**config.mk**
```make
export PLATFORM = sky130hd
export DESIGN_NAME = prog_watchdog
export DESIGN_NICKNAME = d
export VERILOG_FILES = /design/src/rtl/wdt_pkg.sv /design/src/rtl/wdt_ctrl_reg.sv /design/src/rtl/wdt_period_sel.sv /design/src/rtl/wdt_counter.sv /design/src/rtl/prog_watchdog.sv
export SDC_FILE = /design/constraint.sdc
export NUM_CORES = 1
export LEC_CHECK = 0
export BUFFER_PORTS_ARGS = -buffer_cell sky130_fd_sc_hd__buf_2
export CAP_MARGIN = 15
export CORE_AREA = 2 2 48 59
export CTS_CLUSTER_DIAMETER = 40
export DETAILED_ROUTE_END_ITERATION = 10
export DIE_AREA = 0 0 50 61
export GPL_ROUTABILITY_DRIVEN = 0
export PLACE_DENSITY = 0.66
export SETUP_SLACK_MARGIN = 0.3
export SLEW_MARGIN = 20
export SYNTH_ARGS = -nofsm -noshare
export SYNTH_HDL_FRONTEND = slang
export SYNTH_SLANG_ARGS = --single-unit
export TNS_END_PERCENT = 30
```
**constraint.sdc**
```tcl
create_clock -name clk -period 4.3 [get_ports clk]
set_clock_uncertainty 0.15 [all_clocks]
set_input_delay 0 -clock clk [delete_from_list [all_inputs] [get_ports clk]]
set_output_delay 0 -clock clk [all_outputs]
set_load 0.02 [all_outputs]
```
**src/rtl/wdt_pkg.sv**
```systemverilog
// Shared constants and types for the programmable watchdog.
// Assumes an 8-bit control byte. The field positions below are decoded
// by software, so they are fixed.
package wdt_pkg;
    localparam int CTRL_W    = 8;
    localparam int PS_W      = 3;
    localparam int PS_LO     = 5;
    localparam int PS_HI     = PS_LO + PS_W - 1;
    localparam int DPS_BIT   = 2;
    localparam int KICK_BIT  = 1;
    localparam int EN_BIT    = 0;
    localparam int NUM_STEPS = 1 << PS_W;

    typedef struct packed {
        logic [PS_W-1:0] ps;
        logic            dps;
        logic            en;
    } wdt_ctrl_t;
endpackage

```
**src/rtl/wdt_ctrl_reg.sv**
```systemverilog
// Control byte holder. It stores the period code, the data-pointer select
// and the enable. It turns a restart-bit write or a period change into a
// one-cycle restart pulse. Assumes writes are single-cycle strobes.
module wdt_ctrl_reg
    import wdt_pkg::*;
(
    input  logic              clk,
    input  logic              rst_n,
    input  logic              wr_en,
    input  logic [CTRL_W-1:0] wr_data,
    output wdt_ctrl_t         ctrl,
    output logic              kick,
    output logic [CTRL_W-1:0] rd_data
);
    logic unused_rsvd;
    assign unused_rsvd = ^wr_data[PS_LO-1:DPS_BIT+1];

    // Capture fields on a write; restart pulse lasts one cycle.
    always_ff @(posedge clk) begin
        if (!rst_n) begin
            ctrl <= '0;
            kick <= 1'b0;
        end else begin
            kick <= wr_en && (wr_data[KICK_BIT] || (wr_data[PS_HI:PS_LO] != ctrl.ps));
            if (wr_en) begin
                ctrl.ps  <= wr_data[PS_HI:PS_LO];
                ctrl.dps <= wr_data[DPS_BIT];
                ctrl.en  <= wr_data[EN_BIT];
            end
        end
    end

    // Readback: reserved and restart positions read as zero.
    always_comb begin
        rd_data              = '0;
        rd_data[PS_HI:PS_LO] = ctrl.ps;
        rd_data[DPS_BIT]     = ctrl.dps;
        rd_data[EN_BIT]      = ctrl.en;
    end
endmodule

```
**src/rtl/wdt_period_sel.sv**
```systemverilog
// Maps the period code to the terminal count (ticks minus one).
// Each step doubles the base period. The table is built by a generate
// loop, so it has one entry per code.
module wdt_period_sel
    import wdt_pkg::*;
#(
    parameter int BASE_TICKS = 16,
    parameter int CNT_W      = 12
) (
    input  logic [PS_W-1:0]  ps,
    output logic [CNT_W-1:0] limit_m1
);
    logic [CNT_W-1:0] lut [NUM_STEPS];

    for (genvar i = 0; i < NUM_STEPS; i++) begin : g_step
        assign lut[i] = CNT_W'((BASE_TICKS << i) - 1);
    end

    // Select the terminal count for the current code.
    assign limit_m1 = lut[ps];
endmodule

```
**src/rtl/wdt_counter.sv**
```systemverilog
// Tick counter with terminal detection.
// Priority: not running, then restart, then timeout, then count.
// Assumes tick is a one-cycle strobe.
module wdt_counter #(
    parameter int CNT_W = 12
) (
    input  logic             clk,
    input  logic             rst_n,
    input  logic             run,
    input  logic             restart,
    input  logic             tick,
    input  logic [CNT_W-1:0] limit_m1,
    output logic [CNT_W-1:0] cnt,
    output logic             fire
);
    // Advance on ticks; fire and wrap at the terminal count.
    always_ff @(posedge clk) begin
        if (!rst_n || !run) begin
            cnt  <= '0;
            fire <= 1'b0;
        end else if (restart) begin
            cnt  <= '0;
            fire <= 1'b0;
        end else if (tick && (cnt == limit_m1)) begin
            cnt  <= '0;
            fire <= 1'b1;
        end else begin
            if (tick) begin
                cnt <= cnt + 1'b1;
            end
            fire <= 1'b0;
        end
    end
endmodule

```
**src/rtl/prog_watchdog.sv**
```systemverilog
// Programmable-period watchdog top.
// It runs while enabled and not in power-down. It requests a one-cycle
// reset when the selected number of ticks passes without a restart.
module prog_watchdog
    import wdt_pkg::*;
#(
    parameter int BASE_TICKS = 16
) (
    input  logic              clk,
    input  logic              rst_n,
    input  logic              wr_en,
    input  logic [CTRL_W-1:0] wr_data,
    input  logic              tick_en,
    input  logic              pwr_down,
    output logic [CTRL_W-1:0] ctrl_rd,
    output logic              wdt_rst
);
    localparam int MAX_TICKS = BASE_TICKS << (NUM_STEPS - 1);
    localparam int CNT_W     = $clog2(MAX_TICKS) + 1;

    wdt_ctrl_t        ctrl;
    logic             kick;
    logic             run;
    logic [CNT_W-1:0] limit_m1;
    logic [CNT_W-1:0] cnt;

    wdt_ctrl_reg u_reg (
        .clk     (clk),
        .rst_n   (rst_n),
        .wr_en   (wr_en),
        .wr_data (wr_data),
        .ctrl    (ctrl),
        .kick    (kick),
        .rd_data (ctrl_rd)
    );

    wdt_period_sel #(.BASE_TICKS(BASE_TICKS), .CNT_W(CNT_W)) u_sel (
        .ps       (ctrl.ps),
        .limit_m1 (limit_m1)
    );

    // Timer runs only when enabled and out of power-down.
    assign run = ctrl.en && !pwr_down;

    wdt_counter #(.CNT_W(CNT_W)) u_cnt (
        .clk      (clk),
        .rst_n    (rst_n),
        .run      (run),
        .restart  (kick),
        .tick     (tick_en),
        .limit_m1 (limit_m1),
        .cnt      (cnt),
        .fire     (wdt_rst)
    );
endmodule

```
==> results of run 1 <==
## power groups by stage
stage | clock network, mW | registers, mW | logic, mW
2_1_floorplan | 0 | 0.189 | 0.0288
3_3_place_gp | 0 | 0.189 | 0.0359
3_5_place_dp | 0 | 0.190 | 0.0369
4_1_cts | 0.0962 | 0.186 | 0.0503
5_1_grt | 0.108 | 0.186 | 0.0558
6_report | 0.0935 | 0.186 | 0.0516
## metal layers
| layer | vias to the layer above | GRT usage [%] | part of all wire [%] |
|---|---|---|---|
| li1 | 453 | - | - |
| met1 | 420 | 19.63 | 43 |
| met2 | 22 | 31.58 | 52 |
| met3 | 4 | 2.463 | 3.5 |
| met4 | 0 | 7.143 | 1.3 |
| met5 | - | 0 | 0 |
## state kept, by name (all words and copies together) (netlist names)
| register | flops |
|---|---|
| u_cnt.cnt | 12 |
| u_reg.ctrl | 5 |
| u_cnt.fire | 1 |
| u_reg.kick | 1 |
## final timing paths
kind | endpoint | from | depth (start not counted) | slack [ps]
worst min register to register | u_cnt.cnt[11] | u_cnt.cnt[11] | 2 | 440
worst max-delay path | u_reg.kick | u_reg.ctrl[4] | 5 | 1900
worst min-delay path | u_cnt.cnt[11] | pwr_down | 3 | 130
worst max register to register | u_reg.kick | u_reg.ctrl[4] | 5 | 1900
## final cells by class
type | count | area share (%)
Inverter | 2 | 0.5587
Tap cell | 33 | 3.073
Clock buffer | 3 | 1.676
Sequential cell | 19 | 28.31
Timing Repair Buffer | 34 | 19.18
Clock inverter | 1 | 0.3724
Multi-Input combinational cell | 83 | 46.83
## worst max-delay path: stages (launching register included)
cell and delay [ps]:
dfxtp_1 610, xor2_1 120, nor4_1 240, dlygate4sd3_1 590
nor2_1 50, dlygate4sd3_1 540
## cells in the final DEF (no fill, tap or decap), types with 2 or more instances in the layout
| cell type | n |
|---|---|
| a211oi_1 | 9 |
| a211oi_2 | 2 |
| buf_2 | 16 |
| clkbuf_4 | 3 |
| conb_1 | 3 |
| dfxtp_1 | 19 |
| dlygate4sd3_1 | 17 |
| inv_1 | 2 |
| mux2i_1 | 6 |
| nand2_1 | 6 |
| nand3_1 | 2 |
| nor2_1 | 4 |
| nor2b_1 | 5 |
| nor3_1 | 5 |
| nor4_2 | 2 |
| o21ai_0 | 3 |
| xnor2_1 | 9 |
| xor2_1 | 8 |
## kinds of logic after synthesis
| logic type | count (synthesis) |
|---|---|
| flops | 19 |
| fa+ha+maj | 1 |
| buf+inv | 13 |
| mux | 6 |
| other cells | 1 |
| simple gates | 37 |
| xor+xnor | 17 |
| compound gates | 19 |
==> impl_results.html, run 1 <==
<table>
<tr><th>Metric</th><th>Value</th></tr>
<tr><th colspan="2">Detailed routing</th></tr>
<tr><td>Detailed-route via count</td><td>approximately 900</td></tr>
<tr><td>Total Wirelength</td><td>approximately 2.3 mm</td></tr>
<tr><td>Drt wl/cell</td><td>between 10 and 15 um</td></tr>
<tr><td>Antenna-violating nets left</td><td>0</td></tr>
<tr><td>Number of vias per cell</td><td>approximately 5.1</td></tr>
<tr><td>Starting DRT DRC Count</td><td>11</td></tr>
<tr><td>DRC violation count after routing</td><td>0</td></tr>
<tr><td>Detailed-router iteration count before antenna repair</td><td>4</td></tr>
<tr><th colspan="2">Logic synthesis</th></tr>
<tr><td>Multiplexer share of the synthesized area</td><td>under 10%</td></tr>
<tr><td>Top-area cell type share of the netlist area</td><td>34.94%</td></tr>
<tr><td>Share of flip-flops with an asynchronous set or reset</td><td>0%</td></tr>
<tr><td>Ys Warns</td><td>0</td></tr>
<tr><td>Count of distinct cell types in the synthesized netlist</td><td>38</td></tr>
<tr><td>Post-synthesis instance area</td><td>roughly 1100 um^2</td></tr>
<tr><td>Commonest cells in the netlist</td><td>dfxtp_1 (19), a211oi_1 (9), xnor2_1 (9), xor2_1 (8)</td></tr>
<tr><td>Synthesized-area fraction occupied by xor and xnor cells</td><td>between 10% and 20%</td></tr>
<tr><td>Cell accounting for the most synthesized area</td><td>dfxtp_1</td></tr>
<tr><td>Sequential cell area fraction in the yosys report</td><td>between 30% and 40%</td></tr>
<tr><td>Combinational family with the most area after synthesis</td><td>simple AND/OR/NAND/NOR gates</td></tr>
<tr><td>Area fraction in compound gates after synthesis</td><td>a little over an eighth</td></tr>
<tr><td>Top FF cell, synth</td><td>dfxtp_1</td></tr>
<tr><td>Largest cells by area after synthesis</td><td>dfxtp_1 (35%), xnor2_1 (7.2%), xor2_1 (6.4%)</td></tr>
<tr><td>Count of flip-flops with a built-in enable after synthesis</td><td>0</td></tr>
<tr><td>Synthesized-area fraction occupied by and/or/nand/nor cells</td><td>22.99%</td></tr>
<tr><td>Number of storage elements in the synthesis netlist</td><td>19</td></tr>
<tr><td>Adder-cell share of the synthesized area</td><td>under 10%</td></tr>
<tr><td>Dominant cell by count in the synthesized netlist</td><td>dfxtp_1</td></tr>
<tr><td>Mean area per synthesized cell</td><td>between 9 and 10 um^2</td></tr>
<tr><td>Synthesized netlist cell count</td><td>roughly 110</td></tr>
<tr><th colspan="2">STA</th></tr>
<tr><td>Final count of negative-setup-slack endpoints</td><td>0</td></tr>
<tr><td>Maximum operating frequency</td><td>about 420 MHz</td></tr>
<tr><td>Setup TNS</td><td>0 ps</td></tr>
<tr><td>Fin. Hold Viols</td><td>0</td></tr>
<tr><td>Clock period minus worst slack</td><td>about 2400 ps</td></tr>
<tr><td>Final period util</td><td>between 50% and 60%</td></tr>
<tr><td>Unrepaired setup endpoints after global routing</td><td>false</td></tr>
<tr><td>Post-Route Hold Slack</td><td>125.7 ps</td></tr>
<tr><td>Crit path setup slack, layout</td><td>between 1500 and 2000 ps</td></tr>
<tr><td>Slew Viols, Final</td><td>0</td></tr>
<tr><th colspan="2">Placement</th></tr>
<tr><td>Pre-CTS setup slack</td><td>between 2000 and 2500 ps</td></tr>
<tr><td>Number of buffers inserted by port buffering</td><td>16</td></tr>
<tr><td>Detailed-placement wirelength estimate</td><td>between 1.5 and 2 mm</td></tr>
<tr><td>Cell area reported after detailed placement</td><td>approximately 1100 um^2</td></tr>
<tr><td>Cell Count Post-Placement</td><td>roughly 150</td></tr>
<tr><th colspan="2">Floorplan</th></tr>
<tr><td>Num ports</td><td>22</td></tr>
<tr><td>Chip Width</td><td>about 50 um</td></tr>
<tr><td>Y dimension of the die</td><td>61 um</td></tr>
<tr><td>Die footprint</td><td>between 3000 and 4000 um^2</td></tr>
<tr><td>Cell row count</td><td>20</td></tr>
<tr><td>Area of the core</td><td>2477 um^2</td></tr>
<tr><td>Starting density of the core</td><td>43.94%</td></tr>
<tr><th colspan="2">Critical path</th></tr>
<tr><td>CP Capture Type</td><td>flip-flop</td></tr>
<tr><td>Critical path arrival</td><td>2450 ps</td></tr>
<tr><td>Critical Path Start Type</td><td>flip-flop</td></tr>
<tr><td>Crit path kind</td><td>flip-flop to flip-flop</td></tr>
<tr><td>Required time worst endpoint</td><td>between 4000 and 5000 ps</td></tr>
<tr><td>Critical path fanouts, max</td><td>13</td></tr>
<tr><th colspan="2">Pwr</th></tr>
<tr><td>Sw power</td><td>0.08871 mW</td></tr>
<tr><td>Static Leakage</td><td>around 0.53 nW</td></tr>
<tr><td>Maximum ir drop on the vdd rail</td><td>about 0.2 mV</td></tr>
<tr><td>Flop pwr share</td><td>a little under three fifths</td></tr>
<tr><td>Pwr Density</td><td>246.0 nW/um^2</td></tr>
<tr><td>Combinational power share</td><td>~16%</td></tr>
<tr><td>Power Internal</td><td>around 0.24 mW</td></tr>
<tr><td>Switching part of the total power</td><td>between 20% and 30%</td></tr>
<tr><td>Clock Power Share</td><td>28.3%</td></tr>
<tr><td>Overall power of the completed layout</td><td>0.3306 mW</td></tr>
<tr><th colspan="2">CTS</th></tr>
<tr><td>Number of buffers added by the clock tree synthesis step</td><td>3</td></tr>
<tr><td>TritonCTS clock tree</td><td>yes</td></tr>
<tr><td>Post-CTS Setup Inserts</td><td>0</td></tr>
<tr><td>Root buffer selected by CTS</td><td>clkbuf_4</td></tr>
<tr><td>Maximum count of clock buffers along a single path</td><td>2</td></tr>
<tr><td>Number of buffers added to fix hold violations after cts</td><td>17</td></tr>
<tr><td>Quantity of gates resized following cts</td><td>0</td></tr>
<tr><td>H-tree depth reported by CTS</td><td>1</td></tr>
<tr><td>Latest clock arrival within the worst-skew pair</td><td>300 ps</td></tr>
<tr><td>Clock-pin transition on the worst setup and hold timing paths</td><td>120 ps</td></tr>
<tr><td># clock sinks</td><td>19</td></tr>
<tr><th colspan="2">Global route</th></tr>
<tr><td>Total routing usage reported by global routing</td><td>about 17%</td></tr>
<tr><td>Via count of the first global-routing pass</td><td>around 850</td></tr>
<tr><td>First-pass GRT wire length</td><td>~4.0 mm</td></tr>
<tr><td>Antenna violations before repair</td><td>0</td></tr>
<tr><td>Pin count of the biggest net entering global routing</td><td>14</td></tr>
<tr><td>Gr ovfl total</td><td>0</td></tr>
<tr><th colspan="2">Layout</th></tr>
<tr><td>Seq. cell area</td><td>380.4 um^2</td></tr>
<tr><td>Number of filler instances in the final layout</td><td>between 200 and 250</td></tr>
<tr><td>Core utilization of the finished layout</td><td>a little over half</td></tr>
<tr><td>Diode count</td><td>0</td></tr>
<tr><td>Layout overhead on the synthesized area</td><td>23.45%</td></tr>
<tr><td>Cell area after layout</td><td>between 1000 and 1500 um^2</td></tr>
<tr><td>Proportion of layout cells with a drive suffix above 1</td><td>19.72%</td></tr>
<tr><td>Final net count</td><td>approximately 160</td></tr>
<tr><td>Number of standard cells in the layout, taps in and fillers out</td><td>between 150 and 200</td></tr>
<tr><td>Area used by multi-input combinational logic</td><td>between 600 and 700 um^2</td></tr>
<tr><th colspan="2">Flow run</th></tr>
<tr><td>Count of max-cap constraint violations</td><td>0</td></tr>
<tr><th colspan="2">Status</th></tr>
<tr><td>Outcome</td><td>complete, no violations</td></tr>
<tr><th colspan="2">Min path</th></tr>
<tr><td>Min-delay worst type</td><td>input pin to flip-flop</td></tr>
</table>
No activity file was read; power rests on OpenSTA's default activity.
==> inputs of run 2 (changes only) <==
- PLACE_DENSITY: 0.66 -> 0.69
- clock period: 4.3 -> 1.9 ns (I/O delays scaled with it)
==> run 2 against run 1 <==
Total power up 130%. Die area is the same. Critical path type unchanged. Sequential power rose by 120%. Critical endpoint is now u_cnt.cnt[0]. Register-to-register slack got worse by 1600 ps. Global-route usage did not move.
==> impl_results.html, run 2 (synthesis results as in run 1) <==
<table>
<tr><th>Metric</th><th>Value</th></tr>
<tr><th colspan="2">Critical path</th></tr>
<tr><td>Critical path arrival</td><td>1630 ps (-820 ps)</td></tr>
<tr><td>Required time worst endpoint</td><td>1930 ps (-2420 ps)</td></tr>
<tr><td>Reg2reg setup slack</td><td>290 ps (-1610 ps)</td></tr>
<tr><td>Worst r2r dst</td><td>u_cnt.cnt[0]</td></tr>
<tr><td>Critical path fanouts, max</td><td>9 (-4)</td></tr>
<tr><td>Critical Path Start Type</td><td>flip-flop</td></tr>
<tr><td>Crit path kind</td><td>flip-flop to flip-flop</td></tr>
<tr><td>Crit Reg-Reg Startpoint</td><td>u_reg.ctrl[3]</td></tr>
<tr><td>CP Capture Type</td><td>flip-flop</td></tr>
<tr><td>Number of cell instances on the worst register-to-register path</td><td>5 (unchanged)</td></tr>
<tr><th colspan="2">Pwr</th></tr>
<tr><td>Static Leakage</td><td>0.5511 nW (+4.6%)</td></tr>
<tr><td>Clock Power Share</td><td>28.5% (+0.2 points)</td></tr>
<tr><td>Maximum ir drop on the vdd rail</td><td>0.4492 mV (+130%)</td></tr>
<tr><td>Pwr Density</td><td>528.4 nW/um^2 (+110%)</td></tr>
<tr><td>Overall power of the completed layout</td><td>0.7583 mW (+130%)</td></tr>
<tr><td>Power Internal</td><td>0.5533 mW (+130%)</td></tr>
<tr><td>Combinational power share</td><td>17.0% (+1.4 points)</td></tr>
<tr><td>Switching part of the total power</td><td>27.03% (+0.20 points)</td></tr>
<tr><td>Sw power</td><td>0.2050 mW (+130%)</td></tr>
<tr><td>Flop pwr share</td><td>54.5% (-1.6 points)</td></tr>
<tr><th colspan="2">Detailed routing</th></tr>
<tr><td>Detailed-router iteration count before antenna repair</td><td>4 (unchanged)</td></tr>
<tr><td>DRC violation count after routing</td><td>0 (unchanged)</td></tr>
<tr><td>Number of vias per cell</td><td>5.050 (-1.7%)</td></tr>
<tr><td>Total Wirelength</td><td>2.373 mm (+2.1%)</td></tr>
<tr><td>Detailed-route via count</td><td>909 (+1.1%)</td></tr>
<tr><td>Antenna-violating nets left</td><td>0 (unchanged)</td></tr>
<tr><td>Drt wl/cell</td><td>13.18 um (-0.77%)</td></tr>
<tr><td>Starting DRT DRC Count</td><td>15 (+4)</td></tr>
<tr><th colspan="2">Flow run</th></tr>
<tr><td>Count of max-cap constraint violations</td><td>0 (unchanged)</td></tr>
<tr><th colspan="2">Layout</th></tr>
<tr><td>Most common library cell in the layout ignoring fill and taps</td><td>buf_2</td></tr>
<tr><td>Most frequent cells in the layout</td><td>buf_2 (16), dlygate4sd3_1 (14), dfxtp_1 (12)</td></tr>
<tr><td>Layout overhead on the synthesized area</td><td>31.84%</td></tr>
<tr><td>Proportion of layout cells with a drive suffix above 1</td><td>33.33% (+14 points)</td></tr>
<tr><td>Final net count</td><td>162 (+3.2%)</td></tr>
<tr><td>Core utilization of the finished layout</td><td>57.93% (+3.7 points)</td></tr>
<tr><td>Register with the most flip-flops</td><td>u_cnt.cnt</td></tr>
<tr><td>Diode count</td><td>0 (unchanged)</td></tr>
<tr><td>Cell area after layout</td><td>1435 um^2 (+6.8%)</td></tr>
<tr><td>Max FFs per register</td><td>12 (unchanged)</td></tr>
<tr><td>Top Registers</td><td>u_cnt.cnt: 12 flops, u_reg.ctrl: 5 flops</td></tr>
<tr><td>Number of standard cells in the layout, taps in and fillers out</td><td>180 (+2.9%)</td></tr>
<tr><th colspan="2">Min path</th></tr>
<tr><td>Min-Delay Endpoint</td><td>u_cnt.cnt[5]</td></tr>
<tr><td>Min-delay worst type</td><td>input pin to flip-flop</td></tr>
<tr><td>Hold_sp</td><td>pwr_down</td></tr>
<tr><td>Hold Path Depth</td><td>3 (unchanged)</td></tr>
<tr><th colspan="2">STA</th></tr>
<tr><td>Post-Route Hold Slack</td><td>157.8 ps (+32.10 ps)</td></tr>
<tr><td>Clock period minus worst slack</td><td>1606 ps (-793.3 ps)</td></tr>
<tr><td>Final period util</td><td>84.51% (+29 points)</td></tr>
<tr><td>Slew Viols, Final</td><td>0 (unchanged)</td></tr>
<tr><td>Setup TNS</td><td>0 ps (unchanged)</td></tr>
<tr><td>Slew at the pin closest to its max-slew limit</td><td>562.9 ps</td></tr>
<tr><td>Unrepaired setup endpoints after global routing</td><td>true</td></tr>
<tr><td>Max transition margin</td><td>62.47%</td></tr>
<tr><td>Final count of negative-setup-slack endpoints</td><td>0 (unchanged)</td></tr>
<tr><td>Fin. Hold Viols</td><td>0 (unchanged)</td></tr>
<tr><td>Maximum operating frequency</td><td>622.8 MHz (+49%)</td></tr>
<tr><td>Crit path setup slack, layout</td><td>294.3 ps (-1607 ps)</td></tr>
<tr><th colspan="2">Floorplan</th></tr>
<tr><td>Die footprint</td><td>3050 um^2 (unchanged)</td></tr>
<tr><td>Num ports</td><td>22 (unchanged)</td></tr>
<tr><td>Y dimension of the die</td><td>61 um (unchanged)</td></tr>
<tr><td>Area of the core</td><td>2477 um^2 (unchanged)</td></tr>
<tr><td>Starting density of the core</td><td>43.94% (unchanged)</td></tr>
<tr><td>Chip Width</td><td>50 um (unchanged)</td></tr>
<tr><td>Cell row count</td><td>20 (unchanged)</td></tr>
<tr><th colspan="2">CTS</th></tr>
<tr><td>Maximum count of clock buffers along a single path</td><td>2 (unchanged)</td></tr>
<tr><td>Clock-pin transition on the worst setup and hold timing paths</td><td>110 ps (about the same)</td></tr>
<tr><td>H-tree depth reported by CTS</td><td>1 (unchanged)</td></tr>
<tr><td>Number of buffers added by the clock tree synthesis step</td><td>3 (unchanged)</td></tr>
<tr><td>Root buffer selected by CTS</td><td>clkbuf_4</td></tr>
<tr><td>Latest clock arrival within the worst-skew pair</td><td>300 ps (about the same)</td></tr>
<tr><td>TritonCTS clock tree</td><td>yes</td></tr>
<tr><td># clock sinks</td><td>19 (unchanged)</td></tr>
<tr><th colspan="2">Global route</th></tr>
<tr><td>Total routing usage reported by global routing</td><td>17.04% (unchanged)</td></tr>
<tr><td>Gr ovfl total</td><td>0 (unchanged)</td></tr>
<tr><td>Via count of the first global-routing pass</td><td>877 (+2.9%)</td></tr>
<tr><td>Antenna violations before repair</td><td>0 (unchanged)</td></tr>
<tr><td>Pin count of the biggest net entering global routing</td><td>14 (unchanged)</td></tr>
<tr><td>First-pass GRT wire length</td><td>3.870 mm (-2.1%)</td></tr>
<tr><th colspan="2">Status</th></tr>
<tr><td>Outcome</td><td>complete, no violations</td></tr>
<tr><th colspan="2">Placement</th></tr>
<tr><td>Cell area reported after detailed placement</td><td>1180 um^2 (+2.9%)</td></tr>
<tr><td>Pre-CTS setup slack</td><td>223.6 ps (-2089 ps)</td></tr>
<tr><td>Detailed-placement wirelength estimate</td><td>1.533 mm (+1.2%)</td></tr>
<tr><td>Cell Count Post-Placement</td><td>158 (+2.6%)</td></tr>
<tr><td>Number of buffers inserted by port buffering</td><td>16 (unchanged)</td></tr>
</table>
-- run 2: cell types whose count changed in the layout (fill, tap and decap cells not counted), moves of 3 or more --
cell / change
dfxtp_2: +4
dfxtp_4: +3
a211oi_1: -4
buf_4: +6
a211oi_2: +4
dfxtp_1: -7
dlygate4sd3_1: -3
-- run 2: area by class of cell --
cell class	instances	area, um^2
Clock buffer	3	22.52
Clock inverter	1	7.507
Fill cell	202	1042
Inverter	2	7.507
Multi-Input combinational cell	83	655.6
Sequential cell	19	396.6
Tap cell	33	41.29
Timing Repair Buffer	39	304.0
-- run 2: worst max-delay path by stage --
stage / slack [ps] / from / to / cells past startpoint
detailed placement: 220 / u_reg.ctrl[4] / u_cnt.cnt[6] / 5
floorplan: 300 / u_reg.ctrl[3] / u_cnt.cnt[0] / 6
global placement: 260 / u_reg.ctrl[4] / u_cnt.cnt[8] / 5
CTS: 300 / u_reg.ctrl[4] / u_cnt.cnt[6] / 6
finish: 290 / u_reg.ctrl[3] / u_cnt.cnt[0] / 5
global route: 270 / u_reg.ctrl[3] / u_cnt.fire / 5
-- run 2: timing repair --
action,4_1_cts,5_1_grt
hold endpoints to repair,9,0
endpoints found under the setup margin,12,12
hold buffers,14,0
resized for setup,3,12
pin swaps,2,1
buffers inserted,3,1
-- run 2: power groups by stage --
| stage | Clock (mW) | Combinational [mW] | Sequential, mW |
|---|---|---|---|
| floorplan | 0 | 0.0660 | 0.428 |
| global placement | 0 | 0.0815 | 0.428 |
| detailed placement | 0 | 0.0843 | 0.429 |
| CTS | 0.222 | 0.123 | 0.414 |
| global route | 0.245 | 0.139 | 0.415 |
| finish | 0.216 | 0.129 | 0.413 |
-- run 2: routing by layer --
metal  wire length, um  vias up  part of all wire [%]  track usage, %
met5                 0        -                     0               0
met1               952      421                    40           18.11
li1                  -      464                     -               -
met4                34        0                   1.4           8.333
met2              1325       20                    56           32.89
met3                61        4                   2.6           2.463
-- run 2: critical path: stages (launching register included) --
cell and delay [ps]:
dfxtp_4 380, or3b_1 390, a21oi_2 130, o211a_1 200
buf_6 150, a211oi_1 80
